==> config.mk <==
export PLATFORM = sky130hd
export DESIGN_NAME = rdrain_ctrl
export DESIGN_NICKNAME = d
export VERILOG_FILES = /design/src/rtl/rdc_pkg.sv /design/src/rtl/rdc_ring_fold.sv /design/src/rtl/rdc_target_sel.sv /design/src/rtl/rdc_irq_bank.sv /design/src/rtl/rdc_engine.sv /design/src/rtl/rdrain_ctrl.sv
export SDC_FILE = /design/constraint.sdc
export NUM_CORES = 1
export LEC_CHECK = 0
export ABC_AREA = 1
export BUFFER_PORTS_ARGS = -buffer_cell sky130_fd_sc_hd__buf_2
export CAP_MARGIN = 20
export CORE_AREA = 2 2 251 253
export DETAILED_ROUTE_END_ITERATION = 6
export DIE_AREA = 0 0 253 255
export PLACE_DENSITY_LB_ADDON = 0.05
export SETUP_SLACK_MARGIN = 0.1
export SLEW_MARGIN = 25
export SYNTH_ARGS = -nofsm -noshare
export SYNTH_HDL_FRONTEND = slang
export SYNTH_SLANG_ARGS = --single-unit
==> constraint.sdc <==
create_clock -name clk -period 2.8 [get_ports clk]
set_clock_uncertainty 0.2 [all_clocks]
set_input_delay 0.28 -clock clk [delete_from_list [all_inputs] [get_ports clk]]
set_output_delay 0.28 -clock clk [all_outputs]
set_load 0.02 [all_outputs]
==> src/rtl/rdc_pkg.sv <==
package rdc_pkg;
   typedef enum logic [1:0] {ST_IDLE, ST_FETCH, ST_MOVE} rdc_state_e;
   typedef enum logic [1:0] {TGT_NONE = 2'd0, TGT_BAD = 2'd1, TGT_A = 2'd2, TGT_B = 2'd3} rdc_tgt_e;
   localparam int IRQ_N     = 3;
   localparam int IRQ_DONEA = 0;
   localparam int IRQ_DONEB = 1;
   localparam int IRQ_EMPTY = 2;
   localparam int QW_BYTES  = 16;
endpackage

==> src/rtl/rdc_ring_fold.sv <==
module rdc_ring_fold #(
   parameter int AW = 32
) (
   input  logic [AW-1:0] addr_in,
   input  logic [AW-1:0] base,
   input  logic [AW-1:0] mask,
   output logic [AW-1:0] addr_out
);
   assign addr_out = base | (addr_in & mask);
endmodule

==> src/rtl/rdc_target_sel.sv <==
module rdc_target_sel
   import rdc_pkg::*;
(
   input  logic [1:0] tgt_sel,
   input  logic       a_full,
   input  logic       b_full,
   output logic       live,
   output logic       pick_b,
   output logic       full
);
   always_comb begin
      live   = 1'b0;
      pick_b = 1'b0;
      full   = 1'b0;
      unique case (rdc_tgt_e'(tgt_sel))
         TGT_A: begin live = 1'b1; full = a_full; end
         TGT_B: begin live = 1'b1; pick_b = 1'b1; full = b_full; end
         default: ;
      endcase
   end
endmodule

==> src/rtl/rdc_irq_bank.sv <==
module rdc_irq_bank #(
   parameter int N = 3
) (
   input  logic         clk,
   input  logic         rst_n,
   input  logic [N-1:0] set_i,
   input  logic [N-1:0] clr_i,
   output logic [N-1:0] stat_o
);
   for (genvar k = 0; k < N; k++) begin : g_bit
      always_ff @(posedge clk) begin
         if (!rst_n) stat_o[k] <= 1'b0;
         else        stat_o[k] <= (stat_o[k] & ~clr_i[k]) | set_i[k];
      end
   end
endmodule

==> src/rtl/rdc_engine.sv <==
module rdc_engine
   import rdc_pkg::*;
#(
   parameter int AW  = 32,
   parameter int QCW = 16
) (
   input  logic           clk,
   input  logic           rst_n,
   input  logic           go,
   input  logic [AW-1:0]  go_fold,
   input  logic [AW-1:0]  prod_addr,
   input  logic           tag_vld,
   input  logic [2:0]     tag_id,
   input  logic [QCW-1:0] tag_qwc,
   input  logic [AW-1:0]  tag_addr,
   input  logic [AW-1:0]  tag_addr_fold,
   input  logic           tag_end,
   input  logic [AW-1:0]  tnext_fold,
   input  logic [AW-1:0]  madr_fold,
   input  logic           tgt_live,
   input  logic           tgt_full,
   input  logic           tgt_b,
   output logic [AW-1:0]  tadr,
   output logic [AW-1:0]  madr,
   output logic           tag_req,
   output logic           mem_rd,
   output logic           run,
   output logic [IRQ_N-1:0] pulse
);
   localparam logic [AW-1:0]  STEP = AW'(QW_BYTES);
   localparam logic [QCW-1:0] ONE  = QCW'(1);

   rdc_state_e     state;
   logic [QCW-1:0] qwc;
   logic [2:0]     id_q;
   logic           end_q;
   logic           emp_seen;
   logic           at_prod;
   logic           in_ring;

   assign at_prod = (tadr == prod_addr);
   assign in_ring = (tag_id == 3'd1) || (tag_id == 3'd2) || (tag_id == 3'd7);
   assign tag_req = (state == ST_FETCH) && !at_prod;
   assign mem_rd  = (state == ST_MOVE) && (qwc != '0) && tgt_live && !tgt_full;
   assign run     = (state != ST_IDLE);

   always_ff @(posedge clk) begin
      if (!rst_n) begin
         state    <= ST_IDLE;
         tadr     <= '0;
         madr     <= '0;
         qwc      <= '0;
         id_q     <= '0;
         end_q    <= 1'b0;
         emp_seen <= 1'b0;
         pulse    <= '0;
      end else begin
         pulse <= '0;
         unique case (state)
            ST_IDLE: begin
               if (go) begin
                  tadr     <= go_fold;
                  emp_seen <= 1'b0;
                  state    <= ST_FETCH;
               end
            end
            ST_FETCH: begin
               if (at_prod) begin
                  if (!emp_seen) begin
                     pulse[IRQ_EMPTY] <= 1'b1;
                     emp_seen         <= 1'b1;
                  end
               end else begin
                  emp_seen <= 1'b0;
                  if (tag_vld) begin
                     qwc   <= tag_qwc;
                     id_q  <= tag_id;
                     end_q <= tag_end;
                     madr  <= in_ring ? tag_addr_fold : tag_addr;
                     tadr  <= tnext_fold;
                     state <= ST_MOVE;
                  end
               end
            end
            ST_MOVE: begin
               if (qwc != '0) begin
                  if (mem_rd) begin
                     madr <= madr + STEP;
                     qwc  <= qwc - ONE;
                  end
               end else if (end_q) begin
                  pulse[IRQ_DONEA] <= tgt_live && !tgt_b;
                  pulse[IRQ_DONEB] <= tgt_live && tgt_b;
                  state            <= ST_IDLE;
               end else begin
                  if (id_q == 3'd1) tadr <= madr_fold;
                  emp_seen <= 1'b0;
                  state    <= ST_FETCH;
               end
            end
            default: state <= ST_IDLE;
         endcase
      end
   end
endmodule

==> src/rtl/rdrain_ctrl.sv <==
module rdrain_ctrl
   import rdc_pkg::*;
#(
   parameter int AW  = 32,
   parameter int DW  = 128,
   parameter int QCW = 16
) (
   input  logic             clk,
   input  logic             rst_n,
   input  logic [1:0]       tgt_sel,
   input  logic [AW-1:0]    ring_base,
   input  logic [AW-1:0]    ring_mask,
   input  logic [AW-1:0]    prod_addr,
   input  logic             go,
   input  logic [AW-1:0]    go_tadr,
   output logic             tag_req,
   output logic [AW-1:0]    tag_ptr,
   input  logic             tag_vld,
   input  logic [2:0]       tag_id,
   input  logic [QCW-1:0]   tag_qwc,
   input  logic [AW-1:0]    tag_addr,
   input  logic             tag_end,
   output logic             mem_rd,
   output logic [AW-1:0]    mem_addr,
   input  logic [DW-1:0]    mem_rdata,
   output logic             outa_wr,
   output logic [DW-1:0]    outa_data,
   input  logic             outa_full,
   output logic             outb_wr,
   output logic [DW-1:0]    outb_data,
   input  logic             outb_full,
   output logic             run,
   output logic [IRQ_N-1:0] irq_pulse,
   output logic [IRQ_N-1:0] irq_stat,
   input  logic [IRQ_N-1:0] clr_w1c
);
   if (AW < 8)  begin : g_bad_aw  $error("AW must be at least 8");  end
   if (DW < 32) begin : g_bad_dw  $error("DW must be at least 32"); end
   if (QCW < 1) begin : g_bad_qcw $error("QCW must be positive");   end

   localparam logic [AW-1:0] STEP = AW'(QW_BYTES);

   logic [AW-1:0] tadr, madr, go_fold, tnext_fold, taddr_fold, madr_fold;
   logic          tgt_live, tgt_full, tgt_b;

   rdc_ring_fold #(.AW(AW)) u_fold_go (.addr_in(go_tadr),     .base(ring_base), .mask(ring_mask), .addr_out(go_fold));
   rdc_ring_fold #(.AW(AW)) u_fold_tn (.addr_in(tadr + STEP), .base(ring_base), .mask(ring_mask), .addr_out(tnext_fold));
   rdc_ring_fold #(.AW(AW)) u_fold_ta (.addr_in(tag_addr),    .base(ring_base), .mask(ring_mask), .addr_out(taddr_fold));
   rdc_ring_fold #(.AW(AW)) u_fold_ma (.addr_in(madr),        .base(ring_base), .mask(ring_mask), .addr_out(madr_fold));

   rdc_target_sel u_tsel (
      .tgt_sel(tgt_sel), .a_full(outa_full), .b_full(outb_full),
      .live(tgt_live), .pick_b(tgt_b), .full(tgt_full)
   );

   rdc_engine #(.AW(AW), .QCW(QCW)) u_eng (
      .clk(clk), .rst_n(rst_n), .go(go), .go_fold(go_fold), .prod_addr(prod_addr),
      .tag_vld(tag_vld), .tag_id(tag_id), .tag_qwc(tag_qwc), .tag_addr(tag_addr),
      .tag_addr_fold(taddr_fold), .tag_end(tag_end), .tnext_fold(tnext_fold),
      .madr_fold(madr_fold), .tgt_live(tgt_live), .tgt_full(tgt_full), .tgt_b(tgt_b),
      .tadr(tadr), .madr(madr), .tag_req(tag_req), .mem_rd(mem_rd), .run(run),
      .pulse(irq_pulse)
   );

   rdc_irq_bank #(.N(IRQ_N)) u_irq (
      .clk(clk), .rst_n(rst_n), .set_i(irq_pulse), .clr_i(clr_w1c), .stat_o(irq_stat)
   );

   assign tag_ptr   = tadr;
   assign mem_addr  = madr;
   assign outa_wr   = mem_rd && !tgt_b;
   assign outb_wr   = mem_rd && tgt_b;
   assign outa_data = mem_rdata;
   assign outb_data = mem_rdata;
endmodule

# Word level (Yosys, flattened, before mapping)
# Index checks and enable logic that the tools add are counted.
# word_totals
rom_bits	0
ramBits	0
latchBits	0
regBits	93
memories	0
out_inout_bits	331
# classes
shifts	0
addsub	3
eq_ne	17
n_bitwise	21
multipliers	0
reduce_logical	26
n_div	0
mux	33
magnitude_cmp	0
# op_table
operator	count
two-way mux 32 bit	11
bitwise AND 32 bit	4
OR 32 bit	4
one-hot mux 32 bit (3 select lines)	1
adder 32 x 5 -> 32 bit (second input constant)	2
two-way mux 16 bit	4
one-hot mux 32 bit (2 select lines)	1
equality test 32 bit	1
one-hot mux 16 bit (2 select lines)	1
!= test 2 bit (second input constant)	8
nonzero test 16 bit	1
subtractor 16 x 1 -> 16 bit (second input constant)	1
logical AND 1 bit	8
two-way mux 1 bit	8
two-way mux 2 bit	4
AND reduction 4 bit	2
NOT 1 bit	7
AND reduction 7 bit	1
equality test 2 bit (second input constant)	3
equality test 3 x 1 -> 1 bit (second input constant)	2
one-hot mux 2 bit (3 select lines)	1
AND reduction 3 bit	2
AND reduction 5 bit	1
nonzero test 2 bit	2
other kinds (13)	20

# Logic depth before layout (Yosys ltp)
# depth
depth_word	8
depth_mapped	14
ltp_nobuf	14

# Hierarchy
# Synthesis repeated with hierarchy kept, for this count alone.
# unflattened
hier_cells	2054
area_unflattened_um2	11148.2
# modules_own_cells
module	area_per_inst_um2	seq_area_each_um2	cells_per_inst	instances
rdc_engine	6866.6	1801.7	1236	1
rdrain_ctrl	2698.8	0.0	411	1
rdc_ring_fold	360.3	0.0	96	4
rdc_irq_bank	112.6	60.1	16	1
rdc_target_sel	28.8	0.0	7	1

# Least setup slack after synthesis
# Ideal clock, no wire load.
# synth_path
path_kind	register to register
startpoint	reg u_eng.madr[4]
endpoint	reg u_eng.madr[22]
setup_ns	0.111
path_stages_with_launch	12
t_arrival_ns	1.853
period_less_slack_ns	2.164
slack_ns	0.636
cell_sequence	dfxtp_1 > ha_1 > nand3_1 > nor2_1 > nand2_1 > nor2_1 > inv_1 > nor2_1 > a21oi_1 > nand3b_1 > nor2_1 > nor2_1
# synth_via
elab_chain_cells	4
# synth_rtl
item	line_no	source
start: declaration	rdc_engine.sv:24	output logic [AW-1:0] madr,
start signal: assignment	rdc_engine.sv:79	madr <= in_ring ? tag_addr_fold : tag_addr;
start signal: assignment	rdc_engine.sv:88	madr <= madr + STEP;
adder 32 x 5 -> 32 bit	rdc_engine.sv:88	
two-way mux 32 bit	rdc_engine.sv:87	if (mem_rd) begin
two-way mux 32 bit	rdc_engine.sv:86	if (qwc != '0) begin
one-hot mux 32 bit (2 select lines)	rdc_engine.sv:59	unique case (state)
# Every way passes these cells. The select of a mux whose other input is x is not followed.
# A chain may end at the register's enable or synchronous reset.

# Final worst setup path
# layout_path
startpoint	reg u_eng.tadr[18]
endpoint	out tag_req
# layout_via
elab_chain_cells	3
# layout_rtl
item	line_no	source
start: declaration	rdc_engine.sv:23	output logic [AW-1:0] tadr,
start signal: assignment	rdc_engine.sv:62	tadr <= go_fold;
start signal: assignment	rdc_engine.sv:80	tadr <= tnext_fold;
start signal: assignment	rdc_engine.sv:96	if (id_q == 3'd1) tadr <= madr_fold;
equality test 32 bit	rdc_engine.sv:41	assign at_prod = (tadr == prod_addr);
zero test 1 bit	rdc_engine.sv:43	assign tag_req = (state == ST_FETCH) && !at_prod;
logical AND 1 bit	rdc_engine.sv:43	
end: declaration	rdrain_ctrl.sv:16	output logic tag_req,
# Every way passes these cells.

==> results.toml <==
[status]
outcome = "finished clean"

[power_and_ir_drop]
irDropWorstVdd_v = 0.000455
power_leakage_nw = 5.34
power_density_nw_per_um2 = 1020
power_mw = 11.1

[timing]
fin_setup_tns_ns = 0
fin_crit_ns = 2.52
holdWs_ns = 0.0272
tightest_slew_ns = 0.761
relSlewSlack = 0.487
min_period_over_period = 0.902
rsz0062_at_grt = "no"
fin_ws_ns = 0.275
slew_violations = 0
clock.fmax_mhz = 396
finalSetupViolations = 0
hold_viol = 0

[min_path]
hp-start = "tag_qwc[1]"
min_path_type = "in -> reg"

[logic_synthesis]
ys_ff_latch = 93
synth.distinct_cells = 47
synth_flop_cell = "dfxtp_1"
netlist.area_leader.share = 0.203
yosys.area.top_type = "buf_4"
ys_seq_area_frac = 0.193
synth-edff-count = 0
synth_area_um2 = 9670
avgSynthCellArea_um2 = 5.89
synth_cells = 1641
async_flop_share = 0
synth_fp_nets = 1968
synthTopCellsByArea = "buf_4 (20%), dfxtp_1 (19%), nand2_1 (17%)"
yosys_warnings = 0

[critical_path]
crit_slowest_cell = "dfxtp_1"
critPathKind = "reg -> out"
critPathCaptureType = "output pin"
crit_path_max_incr_delay_ns = 0.42
r2r_start = "u_eng.state[1]"
crit_start = "u_eng.tadr[18]"
critPathMaxFanout = 7
crit_arrival_ns = 2.04
crit_chain = "inv_1 -> nand2_1 -> nand2_1 -> nand2_1 -> nor2_1 -> nand2_1 -> nor2_2 -> a21oi_2 -> buf_2"
cp.required_ns = 2.32
cp-start-kind = "flip-flop"
critPathMostFrequentCell = "nand2_1"

[detailed_routing]
drt-initial-drc-count = 453
drt_wl_total_um = 50200
drc = 0
vias = 9851
firstDrtPassIters = 5
final_antenna_net_count = 0
viasPerCell = 3.95
routedWlPerCell_um = 20.2

[layout]
nFillCells = 7317
final_cell_area_um2 = 10800
final_core_util = 0.174
nets = 2014
fin_cells = 2491
area_delta_synth_final_pct = 12.0
seq_area_um2 = 1860
drive_gt1_frac = 0.225
diodes = 0
multi_input_area_um2 = 5010

[die]
ios = 650
initial_core_util = 0.156
die_area_um2 = 64500
die_h_um = 255
die_x_um = 253
rows = 92
core_um2 = 62200

[global_route]
track_usage = 0.153
antenna_found_initial = 3
grt_pass1_vias = 10183
gr-total-overflow = 0
grt_max_degree = 57
grt_pass1_wl_um = 70800

[cts]
clock_sinks = 93
cts-buffers-inserted = 9
cts_max_level = 3
path_clk_slew_ns = 0.09
post-cts-setup-buffers = 0
cts_buffer_depth = 2
clk_latency_ns = 0.39
cts_tree = "built"
clock-root-buffer = "clkbuf_16"

[placed_design]
dpl.cell_count = 2460
dp_hpwl_um = 41200
portBuffers = 265
dp_slack_ns = 0.259
place_area_um2 = 10400
gp_congestion = 0.787

[run]
cap_violations = 0
==> report_power, final <==
| group | switching, mW | internal [mW] |
|---|---|---|
| logic | 4.85 | 2.51 |
| clock network | 0.705 | 0.637 |
| registers | 0.601 | 1.78 |
| total | 6.15 | 4.92 |
==> flip-flops by register name (all words and copies together) (netlist names) <==
signal / flops
u_eng.tadr: 32
u_irq.stat_o: 3
u_eng.state: 2
u_eng.qwc: 16
u_eng.pulse: 3
u_eng.emp_seen: 1
u_eng.id_q: 3
u_eng.madr: 32
u_eng.end_q: 1
==> cell usage in the layout, fill, tap and decap left out, drive strengths merged <==
cell type,instances
nand2,441
xnor2,23
o41ai,1
and3,1
a22oi,5
and2,1
clkinvlp,1
nand4,17
nand3,70
ha,8
o21bai,7
a21o,1
o22ai,1
a221oi,5
xor2,9
o211ai,10
a21boi,1
clkbuf,10
dlygate4sd3,15
dfxtp,93
o211a,1
o21a,13
inv,163
clkinv,4
a31oi,2
buf,329
o31ai,4
nand3b,2
or2,6
a21oi,59
nor3,27
nor4,1
o21ai,122
or3,1
nor2,238
==> critical path: cells and delay by family (launching register included) <==
| family | cells | cell delay (ns) |
|---|---|---|
| AO/OA/AOI/OAI | 1 | 0.13 |
| buffers and inverters | 2 | 0.37 |
| flip-flops | 1 | 0.42 |
| AND/OR/NAND/NOR | 6 | 0.73 |
==> layout make-up <==
cell class	instances	share of cell area
timing repair buffer	344	0.191
clock buffer	10	0.0221
sequential	93	0.172
inverter	162	0.0562
tap	799	0.0923
multi-input combinational	1077	0.462
clock inverter	6	0.00404
==> Yosys cell counts, types with 8 or more instances <==
cell,number
o21ai_0,114
o211ai_1,10
xor2_1,9
nor3_1,26
buf_4,261
inv_1,156
clkbuf_1,21
nand4_1,16
nand3_1,68
a21oi_1,53
nand2_1,435
xnor2_1,23
ha_1,8
nor2_1,234
buf_2,13
dfxtp_1,93
o21ai_1,8
o21a_1,13
==> path summary, 6_finish.rpt <==
path                                  endpoint  slack (ns)  depth (start not counted)
worst min-delay path              u_eng.qwc[1]        0.03                          5
worst min register to register  u_eng.pulse[2]        0.23                          1
worst max register to register   u_eng.madr[7]        0.32                          9
worst max-delay path                   tag_req        0.28                          9
==> kinds of logic (layout without fill, tap and decap cells) <==
| family | after synthesis | after routing | synth area share |
|---|---|---|---|
| flip-flops | 93 | 93 | 0.193 |
| buffers and inverters | 471 | 522 | 0.292 |
| AND/OR/NAND/NOR | 805 | 805 | 0.339 |
| AO/OA/AOI/OAI | 232 | 232 | 0.137 |
| adder cells (fa/ha/maj) | 8 | 8 | 0.0104 |
| XOR/XNOR | 32 | 32 | 0.0290 |
==> layer usage <==
| layer | wire length (µm) | GRT usage | vias up | share of wire |
|---|---|---|---|---|
| met4 | 1740 | 0.0641 | 0 | 0.035 |
| met5 | 0 | 0 | - | 0 |
| met1 | 22200 | 0.188 | 4477 | 0.44 |
| li1 | - | - | 4985 | - |
| met3 | 2100 | 0.0252 | 110 | 0.042 |
| met2 | 24100 | 0.263 | 279 | 0.48 |
==> what timing repair did <==
action,CTS,global route
hold buffers,15,0
gates cloned,0,0
setup endpoints to repair,1,1
resized for setup,1,1
hold endpoints to repair,14,0
(Power assumes the default switching activity.)
